===== config.mk =====
export PLATFORM = sky130hd
export DESIGN_NAME = nand_page_ecc
export DESIGN_NICKNAME = d
export VERILOG_FILES = /design/src/rtl/nand_page_ecc_pkg.sv /design/src/rtl/nand_page_ecc_ctrl.sv /design/src/rtl/nand_page_ecc_dp.sv /design/src/rtl/nand_page_ecc.sv
export SDC_FILE = /design/constraint.sdc
export NUM_CORES = 1
export LEC_CHECK = 0
export ABC_AREA = 1
export ABC_CLOCK_PERIOD_IN_PS = 5200
export BUFFER_PORTS_ARGS = -buffer_cell sky130_fd_sc_hd__buf_2
export CAP_MARGIN = 40
export CORE_ASPECT_RATIO = 1.75
export CORE_MARGIN = 3
export CORE_UTILIZATION = 35
export CTS_BUF_LIST = sky130_fd_sc_hd__clkbuf_2 sky130_fd_sc_hd__clkbuf_4 sky130_fd_sc_hd__clkbuf_8
export CTS_CLUSTER_DIAMETER = 100
export CTS_CLUSTER_SIZE = 16
export DETAILED_ROUTE_END_ITERATION = 12
export PLACE_DENSITY = 0.63
export SYNTH_ARGS = -nofsm -noshare
export SYNTH_HDL_FRONTEND = slang
export SYNTH_HIERARCHICAL = 1
export SYNTH_SLANG_ARGS = --single-unit
export TNS_END_PERCENT = 20

===== constraint.sdc =====
create_clock -name clk -period 5.2 [get_ports clk]
set_input_delay 0 -clock clk [delete_from_list [all_inputs] [get_ports clk]]
set_output_delay 0 -clock clk [all_outputs]
set_load 0.02 [all_outputs]

===== src/rtl/nand_page_ecc_pkg.sv =====
package nand_page_ecc_pkg;
  parameter int BUS_W     = 16;
  parameter int ADDR_W    = 12;
  parameter int IDX_W     = 4;
  parameter int POS_W     = ADDR_W + IDX_W;
  parameter int CNT_W     = ADDR_W + 1;
  parameter int BASE_SIZE = 512;
  parameter int CFG_W     = 3;
  parameter int REG_W     = 16;

  typedef enum logic [1:0] {PH_DATA, PH_CODE, PH_EVAL, PH_DONE} phase_t;

  typedef struct packed {
    logic              clear;
    logic              accum;
    logic              snap;
    logic              capture;
    logic              finish;
    logic              wide;
    logic [1:0]        codeIdx;
    logic [ADDR_W-1:0] wordAddr;
  } strobe_t;
endpackage


===== src/rtl/nand_page_ecc_ctrl.sv =====
module nand_page_ecc_ctrl
  import nand_page_ecc_pkg::*;
(
  input  logic             clk,
  input  logic             rstN,
  input  logic             busValid,
  input  logic [2:0]       regAddr,
  input  logic             regWrEn,
  input  logic [CFG_W-1:0] cfgWrData,
  output strobe_t          strb,
  output logic [1:0]       sizeSel,
  output logic             wideBus
);
  localparam logic [2:0] A_CTRL = 3'd0;
  localparam logic [2:0] A_MODE = 3'd1;

  phase_t           phase;
  logic [CNT_W-1:0] wordCnt;
  logic [1:0]       codeIdx;
  logic [CNT_W-1:0] dataLast;
  logic [1:0]       codeLast;
  logic             clearReq;

  always_comb begin
    dataLast = CNT_W'((BASE_SIZE << sizeSel) >> wideBus) - CNT_W'(1);
    codeLast = wideBus ? 2'd1 : 2'd3;
    clearReq = regWrEn && (regAddr == A_CTRL) && cfgWrData[0];
  end

  always_ff @(posedge clk or negedge rstN) begin
    if (!rstN) begin
      sizeSel <= 2'd0;
      wideBus <= 1'b0;
    end else if (regWrEn && regAddr == A_MODE) begin
      sizeSel <= cfgWrData[1:0];
      wideBus <= cfgWrData[2];
    end
  end

  always_ff @(posedge clk or negedge rstN) begin
    if (!rstN) begin
      phase   <= PH_DATA;
      wordCnt <= '0;
      codeIdx <= '0;
    end else if (clearReq) begin
      phase   <= PH_DATA;
      wordCnt <= '0;
      codeIdx <= '0;
    end else begin
      unique case (phase)
        PH_DATA: if (busValid) begin
          if (wordCnt == dataLast) begin
            phase   <= PH_CODE;
            codeIdx <= '0;
          end else begin
            wordCnt <= wordCnt + CNT_W'(1);
          end
        end
        PH_CODE: if (busValid) begin
          if (codeIdx == codeLast) phase <= PH_EVAL;
          else codeIdx <= codeIdx + 2'd1;
        end
        PH_EVAL: phase <= PH_DONE;
        PH_DONE: phase <= PH_DONE;
        default: phase <= PH_DATA;
      endcase
    end
  end

  always_comb begin
    strb.clear    = clearReq;
    strb.accum    = busValid && (phase == PH_DATA) && !clearReq;
    strb.snap     = strb.accum && (wordCnt == dataLast);
    strb.capture  = busValid && (phase == PH_CODE) && !clearReq;
    strb.finish   = (phase == PH_EVAL) && !clearReq;
    strb.wide     = wideBus;
    strb.codeIdx  = codeIdx;
    strb.wordAddr = wordCnt[ADDR_W-1:0];
  end

  // the data counter never runs past the selected page length
  a_r4_count_bound: assert property (@(posedge clk) disable iff (!rstN)
    (phase == PH_DATA) |-> (wordCnt <= dataLast));
  // a clear returns the sequencer to the start of a page
  a_r10_clear_restart: assert property (@(posedge clk) disable iff (!rstN)
    clearReq |=> (phase == PH_DATA && wordCnt == '0));
  // once checked, the page stays checked until cleared
  a_r11_done_sticky: assert property (@(posedge clk) disable iff (!rstN)
    (phase == PH_DONE && !clearReq) |=> (phase == PH_DONE));
endmodule


===== src/rtl/nand_page_ecc_dp.sv =====
module nand_page_ecc_dp
  import nand_page_ecc_pkg::*;
(
  input  logic             clk,
  input  logic             rstN,
  input  strobe_t          strb,
  input  logic [BUS_W-1:0] busData,
  input  logic [2:0]       regAddr,
  input  logic [1:0]       sizeSel,
  input  logic             wideBus,
  output logic [REG_W-1:0] regRdData
);
  localparam int CODE_W = 2 * POS_W;

  logic [POS_W-1:0]  accP, accN, codeP, codeN, locReg;
  logic [CODE_W-1:0] stored;
  logic [2:0]        status;
  logic              checked;

  logic [IDX_W-1:0]  idxXor;
  logic              onesOdd;
  logic [POS_W-1:0]  addP, addN;
  logic [POS_W-1:0]  syndP, syndN;
  logic [2:0]        verdict;

  // per-word contribution: XOR of set-bit positions and of their complements
  always_comb begin
    idxXor  = '0;
    onesOdd = 1'b0;
    for (int i = 0; i < BUS_W; i++) begin
      if (busData[i] && (strb.wide || i < 8)) begin
        idxXor  = idxXor ^ IDX_W'(i);
        onesOdd = ~onesOdd;
      end
    end
    addP = {onesOdd ? strb.wordAddr : {ADDR_W{1'b0}}, idxXor};
    addN = addP ^ {POS_W{onesOdd}};
  end

  always_comb begin
    syndP = codeP ^ stored[POS_W-1:0];
    syndN = codeN ^ stored[CODE_W-1:POS_W];
    if ({syndN, syndP} == '0)              verdict = 3'b000;
    else if (syndP == ~syndN)              verdict = 3'b001;
    else if ($countones({syndN, syndP}) == 1) verdict = 3'b011;
    else                                   verdict = 3'b101;
  end

  always_ff @(posedge clk or negedge rstN) begin
    if (!rstN) begin
      accP <= '0; accN <= '0; codeP <= '0; codeN <= '0;
      stored <= '0; status <= '0; locReg <= '0; checked <= 1'b0;
    end else if (strb.clear) begin
      accP <= '0; accN <= '0; codeP <= '0; codeN <= '0;
      stored <= '0; status <= '0; locReg <= '0; checked <= 1'b0;
    end else begin
      if (strb.accum) begin
        accP <= accP ^ addP;
        accN <= accN ^ addN;
      end
      if (strb.snap) begin
        codeP <= accP ^ addP;
        codeN <= accN ^ addN;
      end
      if (strb.capture) begin
        if (strb.wide) begin
          if (strb.codeIdx[0]) stored[CODE_W-1:POS_W] <= busData;
          else                 stored[POS_W-1:0]      <= busData;
        end else begin
          unique case (strb.codeIdx)
            2'd0: stored[7:0]   <= busData[7:0];
            2'd1: stored[15:8]  <= busData[7:0];
            2'd2: stored[23:16] <= busData[7:0];
            default: stored[31:24] <= busData[7:0];
          endcase
        end
      end
      if (strb.finish) begin
        status  <= verdict;
        locReg  <= syndP;
        checked <= 1'b1;
      end
    end
  end

  always_comb begin
    unique case (regAddr)
      3'd1:    regRdData = REG_W'({wideBus, sizeSel});
      3'd2:    regRdData = REG_W'(status);
      3'd3:    regRdData = checked ? locReg : codeP;
      3'd4:    regRdData = codeN;
      default: regRdData = '0;
    endcase
  end

  // the complement accumulator always equals the parity one or its inverse
  a_r3_complement_pair: assert property (@(posedge clk) disable iff (!rstN)
    (accN == accP) || (accN == ~accP));
  // code-error and multiple-error flags never both set
  a_r9_flags_exclusive: assert property (@(posedge clk) disable iff (!rstN)
    $onehot0(status[2:1]));
  // any detailed flag implies the error-found flag
  a_r7_any_flag: assert property (@(posedge clk) disable iff (!rstN)
    (status[2:1] != 2'b00) |-> status[0]);
  // status and location hold after the check
  a_r11_hold: assert property (@(posedge clk) disable iff (!rstN)
    (checked && !strb.clear) |=> ($stable(status) && $stable(locReg)));
  // clear empties both accumulators
  a_r10_clear_acc: assert property (@(posedge clk) disable iff (!rstN)
    strb.clear |=> (accP == '0 && accN == '0 && status == '0));
endmodule


===== src/rtl/nand_page_ecc.sv =====
module nand_page_ecc
  import nand_page_ecc_pkg::*;
(
  input  logic             clk,
  input  logic             rstN,
  input  logic             busValid,
  input  logic [BUS_W-1:0] busData,
  input  logic [2:0]       regAddr,
  input  logic             regWrEn,
  input  logic [CFG_W-1:0] cfgWrData,
  output logic [REG_W-1:0] regRdData
);
  strobe_t    strb;
  logic [1:0] sizeSel;
  logic       wideBus;

  nand_page_ecc_ctrl uCtrl (
    .clk(clk), .rstN(rstN), .busValid(busValid), .regAddr(regAddr),
    .regWrEn(regWrEn), .cfgWrData(cfgWrData), .strb(strb),
    .sizeSel(sizeSel), .wideBus(wideBus)
  );

  nand_page_ecc_dp uDp (
    .clk(clk), .rstN(rstN), .strb(strb), .busData(busData),
    .regAddr(regAddr), .sizeSel(sizeSel), .wideBus(wideBus),
    .regRdData(regRdData)
  );
endmodule


Word-level counts from Yosys, hierarchy flattened
Cells that the tools add are included.
- input bits: 26
- output and inout bits: 16
- register bits: 136
- word-level logic and storage cells: 227
- bitwise operators: 35
- multiplexer cells: 77
- add/subtract/negate cells: 34
- shift operators: 2
- reductions and logical operators: 41
- eq/ne operators: 22
- operators with widths (kind ; number):
    32-bit adder ; 15
    16-bit two-way mux ; 13
    32-bit two-way mux ; 3
    16-bit bitwise XOR ; 5
    16-bit case mux with 4 select lines ; 1
    13-bit two-way mux ; 4
    1-bit by 1-bit adder with 2-bit output ; 16
    32-bit by 2-bit == test with 1-bit output (second input constant) ; 1
    32-bit zero test ; 1
    4-bit two-way mux ; 8
    8-bit two-way mux ; 4
    10-bit by 2-bit << shifter with 32-bit output (first input constant) ; 1
    32-bit by 1-bit right shift with 13-bit output ; 1
    3-bit two-way mux ; 9
    2-bit two-way mux ; 13
    1-bit two-way mux ; 19
    1-bit logical AND ; 17
    16-bit == test ; 1
    16-bit inverter ; 1
    1-bit inverter ; 15
    3-bit AND reduction ; 5
    13-bit by 1-bit adder with 13-bit output (second input constant) ; 1
    13-bit == test ; 1
    13-bit by 2-bit subtractor with 13-bit output (second input constant) ; 1
    other kinds (27) ; 55

Longest topological paths before layout
Gate-level depths: netlist of run 1.
- word-level depth: 36
- depth in mapped cells: 19
- gate-level depth less buffers: 18

Cells and area by module
Netlist of run 1, hierarchy kept.
- by module, submodules not included (module ; cells an instance ; times used ; area each (um^2) ; seq. area each (um^2)):
    nand_page_ecc_dp ; 985 ; 1 ; 7649.8 ; 2902.8
    nand_page_ecc_ctrl ; 218 ; 1 ; 1527.7 ; 500.5

Worst setup path before layout of run 1
Ideal clock, no wire load.
- path type: reg2reg
- start point: reg uDp.codeP[9]
- end point: reg uDp.status[2]
- library setup time: 0.118 ns
- buffers on the path: 0
- data required time: 5.082 ns
- stages on the path, launching flop included: 17
- period minus slack after synthesis: 5.130 ns
- slack: 0.070 ns
- data arrival time: 5.012 ns
- path through: dfrtp_1 -> xnor2_1 -> inv_1 -> fa_1 -> inv_1 -> fa_1 -> fa_1 -> fa_1 -> fa_1 -> inv_1 -> fa_1 -> ha_1 -> fa_1 -> a211o_1 -> nor3_1 -> nand3b_1 -> nand2_1
- word-level cells in the longest chain between the ends: 12
- elaborated cells on any way between the ends: 14
- those cells by class: add/sub (5); eq/ne (2); mux (5); bitwise (1); reduce/logical (1)
- RTL lines (element ; line ; text):
    start: declaration ; nand_page_ecc_dp.sv:15 ; logic [POS_W-1:0] accP, accN, codeP, codeN, locReg;
    start signal: assignment ; nand_page_ecc_dp.sv:62 ; codeP <= accP ^ addP;
    16-bit bitwise XOR (*) ; nand_page_ecc_dp.sv:41 ; syndP = codeP ^ stored[POS_W-1:0];
    1-bit by 1-bit adder with 2-bit output (implied by the code) ; nand_page_ecc_dp.sv:45 ; else if ($countones({syndN, syndP}) == 1) verdict = 3'b011;
    32-bit adder (implied by the code) (4 in a row) ; nand_page_ecc_dp.sv:45 ;
    32-bit by 2-bit == test with 1-bit output ; nand_page_ecc_dp.sv:45 ;
    3-bit two-way mux ; nand_page_ecc_dp.sv:45 ;
    3-bit two-way mux ; nand_page_ecc_dp.sv:44 ; else if (syndP == ~syndN) verdict = 3'b001;
    3-bit two-way mux (*) ; nand_page_ecc_dp.sv:43 ; if ({syndN, syndP} == '0) verdict = 3'b000;
    3-bit two-way mux (*) ; nand_page_ecc_dp.sv:78 ; if (strb.finish) begin
    3-bit two-way mux (*) ; nand_page_ecc_dp.sv:53 ; end else if (strb.clear) begin
    end signal: assignment ; nand_page_ecc_dp.sv:79 ; status <= verdict;
    end: declaration ; nand_page_ecc_dp.sv:17 ; logic [2:0] status;
Mark *: on every way between the ends. The rest lies on a longest branch, timed or not. The select of a mux whose other input is x is not followed.
A chain may end at the register's enable or synchronous reset.

Worst setup path after layout of run 1
- start point: reg uDp.codeN[3]
- end point: reg uDp.status[2]
- word-level cells in the longest chain between the ends: 12
- elaborated cells on any way between the ends: 15
- those cells by class: add/sub (5); eq/ne (2); mux (5); bitwise (2); reduce/logical (1)
- RTL lines (element ; line ; text):
    start: declaration ; nand_page_ecc_dp.sv:15 ;
    start signal: assignment ; nand_page_ecc_dp.sv:63 ; codeN <= accN ^ addN;
    16-bit bitwise XOR (*) ; nand_page_ecc_dp.sv:42 ; syndN = codeN ^ stored[CODE_W-1:POS_W];
    1-bit by 1-bit adder with 2-bit output (implied by the code) ; nand_page_ecc_dp.sv:45 ;
    32-bit adder (implied by the code) (4 in a row) ; nand_page_ecc_dp.sv:45 ;
    32-bit by 2-bit == test with 1-bit output ; nand_page_ecc_dp.sv:45 ;
    3-bit two-way mux ; nand_page_ecc_dp.sv:45 ;
    3-bit two-way mux ; nand_page_ecc_dp.sv:44 ;
    3-bit two-way mux (*) ; nand_page_ecc_dp.sv:43 ;
    3-bit two-way mux (*) ; nand_page_ecc_dp.sv:78 ;
    3-bit two-way mux (*) ; nand_page_ecc_dp.sv:53 ;
Marked as above.

==> impl_metrics.tcl, run 1 <==
set metrics [dict create \
    yosysUniqueCellTypes 43 \
    synth_seq_cells 136 \
    syn2layout_area_growth_pct 13.0 \
    dp_slack_ns -0.129 \
    syn_nets 1263 \
    status "finished, final reports clean" \
    mappedNetlistArea_mm2 0.00918 \
    path_buf_inv 2 \
    grt_util_all_layers_pct 18.9 \
    slowest_delay_ns 0.60 \
    synth_area_leaders "dfrtp_1 37%, nand2_1 15%, nand3_1 5.5%, inv_1 5.5%, fa_1 5.2%" \
    required_ns 5.54 \
    reg2reg_from "uDp/codeN[3]$_DFFE_PN0P_" \
    cp-startpoint "uDp/codeN[3]$_DFFE_PN0P_" \
    grt_pass1_vias 8073 \
    holdCritStartpoint "busData[6]" \
    seq_area_mm2 0.00340 \
    power_density_mw_per_mm2 852 \
    io_pins 42 \
    crit_slowest_cell "fa_2" \
    path_cells "xor2_2, inv_2, fa_2, fa_1, fa_1, fa_1, fa_1, inv_1, fa_1, ha_2, fa_2, a211o_1, nor3_2, nand3b_1, nand2_1" \
    fin_util_pct 40.6 \
    synth_top_cell_by_area "dfrtp_1" \
    numClockSinks 136 \
    dr.pass1.iters 8 \
    p_leak_nw 5.21 \
    fillers 2600 \
    n_antenna_cell 0 \
    worstPathArrival_ns 5.39 \
    cts-root-buf "clkbuf_8" \
    synth.yosys.seq_area_share_pct 37.1 \
    core.rowCount 77 \
    setup_slack_ns 0.145 \
    wl_um 26200 \
    clk_latency_ns 0.45 \
    synth_top_cell_area_share_pct 37.1 \
    gp_congestion 0.885 \
    ctsHtreeMaxLevel 4 \
    vdd_drop_max_v 0.00190 \
    place.port_buffers 41 \
    dieHeight_um 220 \
    rrSetupSlack_ns 0.15 \
    hold-worst-slack_ns 0.0203 \
    via_per_inst 5.26 \
    worstMarginPinSlew_ns 0.887 \
    drc_errors 0 \
    multi_input_comb_area_mm2 0.00498 \
    finalHoldViolCount 0 \
    drive_above_1_share_pct 14.2 \
    max_slew_margin_pct 40.7 \
    routedWlPerCell_um 16.7 \
    start_util_pct 35.9 \
    drtAntennaViolNets 0 \
    hpwlAfterDp_um 19800 \
    drv_slew 0 \
    ys_warn_count 6 \
    fp.dieW_um 128 \
    synth-edff-count 0 \
    crit_top_cell "fa_1" \
    fin_skew_ns 0.0141 \
    avgSynthCellArea_um2 7.63 \
    grt_pass1_wl_um 41900 \
    core-area_mm2 0.0255 \
    setup_viol 0 \
    fmax_mhz 198 \
    cts_buffers 17 \
    synth.most_common_cell "nand2_1" \
    grt_overflow 0 \
    async_reset_ff_share_pct 100 \
    min_period_ns 5.05 \
    netlist_instances 1203 \
    grt_max_degree 82 \
    criticalPathCategory "reg2reg" \
    synthFlopType "dfrtp_1" \
    min_path_type "in2reg" \
    cap_violations 0 \
    clockBufferDepth 2 \
    ys_top_cells_by_count "372 x nand2_1, 136 x dfrtp_1, 134 x inv_1" \
    period_share_pct 97.2 \
    cts_tree "yes" \
    antenna_found_initial 0 \
    critPathCaptureType "flip-flop" \
    finalNetCount 1303 \
    crit_family "adder cells" \
    drtIter0Drc 555 \
    dr_total_vias 8271 \
    critPathLaunchType "flip-flop" \
    die_area_mm2 0.0283 \
    cp_max_fo 3 \
    clk_pin_slew_worst_paths_ns 0.08 \
]
## through the flow
step	setup TNS (ns)	area [um2]	cells	total power [W]
2_1_floorplan	0	9180	1203	0.00635
3_3_place_gp	-0.0204	9650	1521	0.00736
3_5_place_dp	-0.181	9740	1525	0.00770
4_1_cts	0	10300	1568	0.00884
5_1_grt	-0.00931	10400	1572	0.00983
6_report	0	10400	1572	0.00883
## final timing paths
kind / to / cells after the start
setup / recovery: uDp/status[2]$_DFFE_PN0P_ / 15
min in group asynchronous: uDp/stored[8]$_DFFE_PN0P_ / 3
max in group asynchronous: uDp/accN[0]$_DFFE_PN0P_ / 4
hold reg to reg: uDp/status[0]$_DFFE_PN0P_ / 2
setup reg to reg: uDp/status[2]$_DFFE_PN0P_ / 15
hold / removal: uDp/stored[22]$_DFFE_PN0P_ / 3
## tightest hold or removal path: stages
cell     delay [ns]
buf_2          0.13
nand2_1        0.19
o21ai_0        0.12
## registers in the layout (all words and copies together) (netlist names)
| signal | flops |
|---|---|
| uCtrl/codeIdx | 2 |
| uCtrl/phase | 2 |
| uCtrl/sizeSel | 2 |
| uCtrl/wideBus | 1 |
| uCtrl/wordCnt | 13 |
| uDp/accN | 16 |
| uDp/accP | 16 |
| uDp/checked | 1 |
| uDp/codeN | 16 |
| uDp/codeP | 16 |
| uDp/locReg | 16 |
| uDp/status | 3 |
| uDp/stored | 32 |
## logic make-up (layout without fill, tap and decap cells)
group,count (synthesis),in the layout,share of synthesized area [%]
AO/OA/AOI/OAI,100,100,6.48
adder cells (fa/ha/maj),34,34,6.60
buffers and inverters,206,259,9.69
multiplexers,16,16,1.96
XOR/XNOR,54,54,5.15
flip-flops,136,136,37.1
AND/OR/NAND/NOR,657,657,33.0
## final cells by class
| type | count | area share (%) |
|---|---|---|
| clock inverter | 14 | 1.68 |
| inverter | 140 | 5.07 |
| sequential | 136 | 32.8 |
| tap | 316 | 3.81 |
| clock buffer | 18 | 2.33 |
| timing repair buffer | 87 | 6.26 |
| multi-input combinational | 861 | 48.0 |
## placed cells by master (no fill, tap or decap), drive strengths merged, types with 17 or more instances in the layout
cell type,instances
nand2,377
inv,141
dfrtp,136
nand3,107
nand4,86
buf,76
o21ai,53
nor2,52
xnor2,37
fa,24
o22ai,22
clkbuf,18
xor2,17
## report_power, final
part	internal [W]	switching (W)
Clock	0.000483	0.000440
Sequential	0.00138	0.000286
Combinational	0.00276	0.00348
Total	0.00463	0.00421
## routing by layer
metal / up-vias / part of all wire [%] / global-route usage (%)
met2: 203 / 54 / 34.9
met4: 0 / 5.4 / 10.6
met3: 56 / 3.4 / 2.25
met1: 3989 / 38 / 20.5
met5: - / 0 / 0
li1: 4023 / - / -
## repair_timing
action                     4_1_cts  5_1_grt
setup endpoints to repair        2        2
pin swaps                        2       12
hold buffers                    11        0
resized for setup                5        9
hold endpoints to repair       107        0
buffers inserted                 0        4
cloned                           0        0
(Power assumes the default switching activity.)
==> run 2, diff against run 1 <==
- BUFFER_PORTS_ARGS: -buffer_cell sky130_fd_sc_hd__buf_2 -> unset
- DONT_BUFFER_PORTS: unset -> 1
- PLACE_DENSITY: 0.63 -> 0.62
- RECOVER_POWER: unset -> 100
==> impl_metrics.tcl, run 2 (synthesis gave the netlist of run 1 again) <==
set metrics [dict create \
    status "finished, violations left" \
    violations "capacitance limit, slew limit" \
    dr_total_vias 8207 \
    crit_slowest_cell "fa_2" \
    cp_max_fo 3 \
    criticalPathCategory "reg2reg" \
    dr.pass1.iters 5 \
    fin_skew_ns 0.0152 \
    grt_overflow 0 \
    min_path_type "in2reg" \
    grt_pass1_wl_um 42000 \
    numClockSinks 136 \
    worstPathArrival_ns 5.39 \
    drtAntennaViolNets 0 \
    layout_commonest_cell "nand2_1" \
    crit_family "adder cells" \
    max_slew_margin_pct -130 \
    r2r_end "uDp/status[2]$_DFFE_PN0P_" \
    dp_slack_ns -0.0420 \
    core-area_mm2 0.0255 \
    cts-root-buf "clkbuf_8" \
    drv_slew 204 \
    grtUsageMet1_pct 21.2 \
    hpwlAfterDp_um 19600 \
    fillers 2607 \
    path_buf_inv 2 \
    place.port_buffers 0 \
    dieHeight_um 220 \
    cp-startpoint "uDp/codeN[3]$_DFFE_PN0P_" \
    fin_util_pct 39.8 \
    setup_slack_ns 0.156 \
    mostFrequentLayoutCells "373 x nand2_1, 136 x dfrtp_1, 132 x inv_1" \
    rr_worst_depth 15 \
    cap_violations 3 \
    largest_reg_flops 32 \
    hold_path_depth 6 \
    worstMarginPinSlew_ns 3.46 \
    gp_congestion 0.886 \
    finalHoldViolCount 0 \
    critPathCaptureType "flip-flop" \
    grtUsageMet2_pct 35.0 \
    die_area_mm2 0.0283 \
    rsz0062_at_grt "no" \
    grt_max_degree 137 \
    syn2layout_area_growth_pct 10.8 \
    min_period_ns 5.04 \
    regMostFlops "uDp/stored" \
    ctsHtreeMaxLevel 4 \
    hold-worst-slack_ns 0.0458 \
    top_usage_layer "met2" \
    drc_errors 0 \
    clockBufferDepth 2 \
    critPathLaunchType "flip-flop" \
    slowest_delay_ns 0.60 \
    n_antenna_cell 0 \
    grt_util_all_layers_pct 19.2 \
    routedWlPerCell_um 17.4 \
    clk_latency_ns 0.46 \
    required_ns 5.54 \
    fp.dieW_um 128 \
    rrSetupSlack_ns 0.16 \
    core.rowCount 77 \
    use_met3_pct 2.32 \
    cts_tree "yes" \
    finalNetCount 1270 \
    grt_pass1_vias 7898 \
    crit_top_cell "fa_1" \
    via_per_inst 5.33 \
    clk_pin_slew_worst_paths_ns 0.08 \
    fmax_mhz 198 \
    antenna_found_initial 0 \
    path_cells "xor2_2, inv_2, fa_2, fa_1, fa_1, fa_1, fa_1, inv_1, fa_1, ha_2, fa_2, a211o_1, nor3_2, nand3b_1, nand2_1" \
    reg2reg_from "uDp/codeN[3]$_DFFE_PN0P_" \
    cp.depth 15 \
    wl_um 26800 \
    cts_buffers 17 \
    setup_viol 0 \
    drive_above_1_share_pct 10.2 \
    crit_end "uDp/status[2]$_DFFE_PN0P_" \
    drtIter0Drc 504 \
    start_util_pct 35.9 \
    period_share_pct 97.0 \
    io_pins 42 \
]
-- run 2: routing by layer --
| layer | share of wire [%] | wire [um] |
|---|---|---|
| met1 | 38 | 10100 |
| met2 | 53 | 14300 |
| met3 | 3.6 | 961 |
| met4 | 5.6 | 1500 |
| met5 | 0 | 0 |
-- run 2: area by class of cell --
type	count	area [um2]	share of cell area [%]
Multi-Input combinational cell	861	4960	48.7
Clock inverter	12	198	1.94
Timing Repair Buffer	54	429	4.22
Sequential cell	136	3400	33.5
Inverter	140	526	5.17
Clock buffer	20	263	2.58
Tap cell	316	395	3.89
-- run 2: worst min-delay path by stage --
stage                   from                      endpoint
detailed placement      rstN     uDp/locReg[8]$_DFFE_PN0P_
global route        busValid    uCtrl/phase[0]$_DFFE_PN0P_
CTS                 busValid    uCtrl/phase[0]$_DFFE_PN0P_
finish              busValid    uCtrl/phase[0]$_DFFE_PN0P_
global placement        rstN     uDp/locReg[8]$_DFFE_PN0P_
floorplan               rstN  uCtrl/codeIdx[0]$_DFFE_PN0P_
-- run 2: per-stage QoR --
step / std cells / area (um2) / TNS (ns)
6_report: 1539 / 10200 / 0
5_1_grt: 1539 / 10200 / 0
4_1_cts: 1536 / 10200 / 0
3_5_place_dp: 1483 / 9500 / -0.0420
3_3_place_gp: 1481 / 9450 / -0.00725
2_1_floorplan: 1203 / 9180 / 0
-- run 2: worst min-delay path, stage by stage --
cell and delay (ns):
inv_1 0.06, nand2_1 0.07, nand2_1 0.04, nand2_1 0.13, nand3_1 0.09, nand2_1 0.07
-- run 2: what timing repair did --
item	4_1_cts	5_1_grt
hold endpoints to repair	171	0
endpoints found under the setup margin	1	2
gates resized for setup	4	11
hold buffers	20	0
gates cloned	0	0
pin swaps	1	11
buffers inserted	1	3
Power of run 2 is not shown: default switching activity piles up to over one toggle a cycle in this logic, so the estimate is an artifact.
==> run 3, diff against run 2 <==
- CORE_UTILIZATION: 35 -> 60
- PLACE_DENSITY: 0.62 -> 0.85
==> impl_metrics.tcl, run 3 (synthesis gave the netlist of run 1 again) <==
set metrics [dict create \
    status "finished, violations left" \
    violations "capacitance limit, slew limit" \
    ctsHtreeMaxLevel 4 \
    min_path_type "in2reg" \
    drive_above_1_share_pct 10.2 \
    drtIter0Drc 840 \
    antenna_found_initial 0 \
    grt_util_all_layers_pct 30.2 \
    cts-root-buf "clkbuf_8" \
    layout_commonest_cell "nand2_1" \
    rr_worst_depth 15 \
    via_per_inst 6.08 \
    routedWlPerCell_um 17.8 \
    drv_slew 232 \
    dieHeight_um 170 \
    die_area_mm2 0.0169 \
    crit_family "adder cells" \
    gp_congestion 0.944 \
    wl_um 25100 \
    max_slew_margin_pct -125 \
    finalHoldViolCount 0 \
    worstMarginPinSlew_ns 3.38 \
    holdCritStartpoint "busData[5]" \
    path_cells "xor2_2, inv_1, fa_2, fa_1, fa_1, fa_1, fa_1, inv_1, fa_1, ha_2, fa_2, a211o_1, nor3_2, nand3b_1, nand2_1" \
    mostFrequentLayoutCells "373 x nand2_1, 136 x dfrtp_1, 133 x inv_1" \
    crit_top_cell "fa_1" \
    core.rowCount 59 \
    whs_endpoint "uDp/stored[13]$_DFFE_PN0P_" \
    dr_total_vias 8554 \
    core-area_mm2 0.0149 \
    io_pins 42 \
    hold_path_depth 3 \
    grt_max_degree 137 \
    final_cells 1408 \
    regMostFlops "uDp/stored" \
    drtAntennaViolNets 0 \
    syn2layout_area_growth_pct 8.45 \
    rsz0062_at_grt "yes" \
    setup_viol 0 \
    largest_reg_flops 32 \
    place.port_buffers 0 \
    clk_pin_slew_worst_paths_ns 0.09 \
    finalNetCount 1272 \
    dr.pass1.iters 6 \
    fp.dieW_um 99.5 \
    clockBufferDepth 2 \
    cp_max_fo 2 \
    slowest_delay_ns 0.58 \
    place_inst 1348 \
    drc_errors 0 \
    grt_overflow 0 \
    clk_latency_ns 0.46 \
    cts_tree "yes" \
    r2r_end "uDp/status[2]$_DFFE_PN0P_" \
    crit_slowest_cell "fa_2" \
    fmax_mhz 195 \
    numClockSinks 136 \
    fin_skew_ns 0.0213 \
    rrSetupSlack_ns 0.07 \
    min_period_ns 5.13 \
    cap_violations 4 \
    required_ns 5.53 \
    period_share_pct 98.7 \
    reg2reg_from "uDp/stored[3]$_DFFE_PN0P_" \
    cts_buffers 17 \
    n_antenna_cell 0 \
    start_util_pct 61.5 \
    critPathLaunchType "flip-flop" \
    path_buf_inv 2 \
    hpwlAfterDp_um 17700 \
    worstPathArrival_ns 5.47 \
    grt_pass1_vias 8194 \
    criticalPathCategory "reg2reg" \
    critPathCaptureType "flip-flop" \
    grt_pass1_wl_um 40100 \
]
-- run 3: worst max-delay path by stage --
stage                                    from                        end  slack, ns  cells past startpoint
finish              uDp/stored[3]$_DFFE_PN0P_  uDp/status[2]$_DFFE_PN0P_       0.07                     15
CTS                  uDp/codeP[9]$_DFFE_PN0P_  uDp/status[2]$_DFFE_PN0P_       0.04                     16
global route        uDp/stored[9]$_DFFE_PN0P_  uDp/status[2]$_DFFE_PN0P_      -0.07                     16
floorplan            uDp/codeP[9]$_DFFE_PN0P_  uDp/status[2]$_DFFE_PN0P_       0.07                     16
detailed placement  uDp/stored[3]$_DFFE_PN0P_  uDp/status[2]$_DFFE_PN0P_      -0.13                     15
global placement    uDp/stored[3]$_DFFE_PN0P_  uDp/status[2]$_DFFE_PN0P_       0.03                     15
-- run 3: layout make-up --
cell class,instances,area [um2]
multi-input cells,861,4970
fillers,1178,4960
flip-flops and latches,136,3400
inverters,140,526
repair buffers,56,443
clock buffers,17,234
well taps,183,229
clock inverters,15,153
-- run 3: layer usage --
metal	vias to the layer above	wire length, um	GRT usage (%)
met1	4091	9020	34.1
li1	3957	-	-
met5	-	0	0
met2	405	12900	52.4
met3	101	1440	4.28
met4	0	1680	20.2
-- run 3: repair_timing --
item                       in CTS  in global routing
setup endpoints to repair       2                  2
resized for setup               6                  8
hold endpoints to repair      171                  0
hold buffers                   20                  0
pin swaps                       4                 15
buffers inserted                6                  2
-- run 3: worst reg2reg max path: cells and delay by family (launching register included) --
family,cells,cell delay [ns]
xor gates and xnor gates,1,0.21
adders and majority gates,8,3.59
AOI/OAI and AO/OA,1,0.24
DFF,1,0.43
buffers and inverters,2,0.15
and+or+nand+nor,3,0.39
-- run 3: through the flow --
step | TNS [ns] | hold slack [ns] | util (%) | instance area (um2) | worst slack (ns)
finish | 0 | 0.0444 | 66.7 | 9950 | 0.0665
global route | -0.0832 | 0.0453 | 66.7 | 9950 | -0.0697
CTS | 0 | 0.0165 | 66.9 | 9970 | 0.0382
detailed placement | -0.187 | -0.292 | 62.3 | 9280 | -0.126
global placement | 0 | -0.292 | 62.2 | 9270 | 0.0325
floorplan | 0 | -0.296 | - | 9180 | 0.0704
Power of run 3 is left out for the same reason.
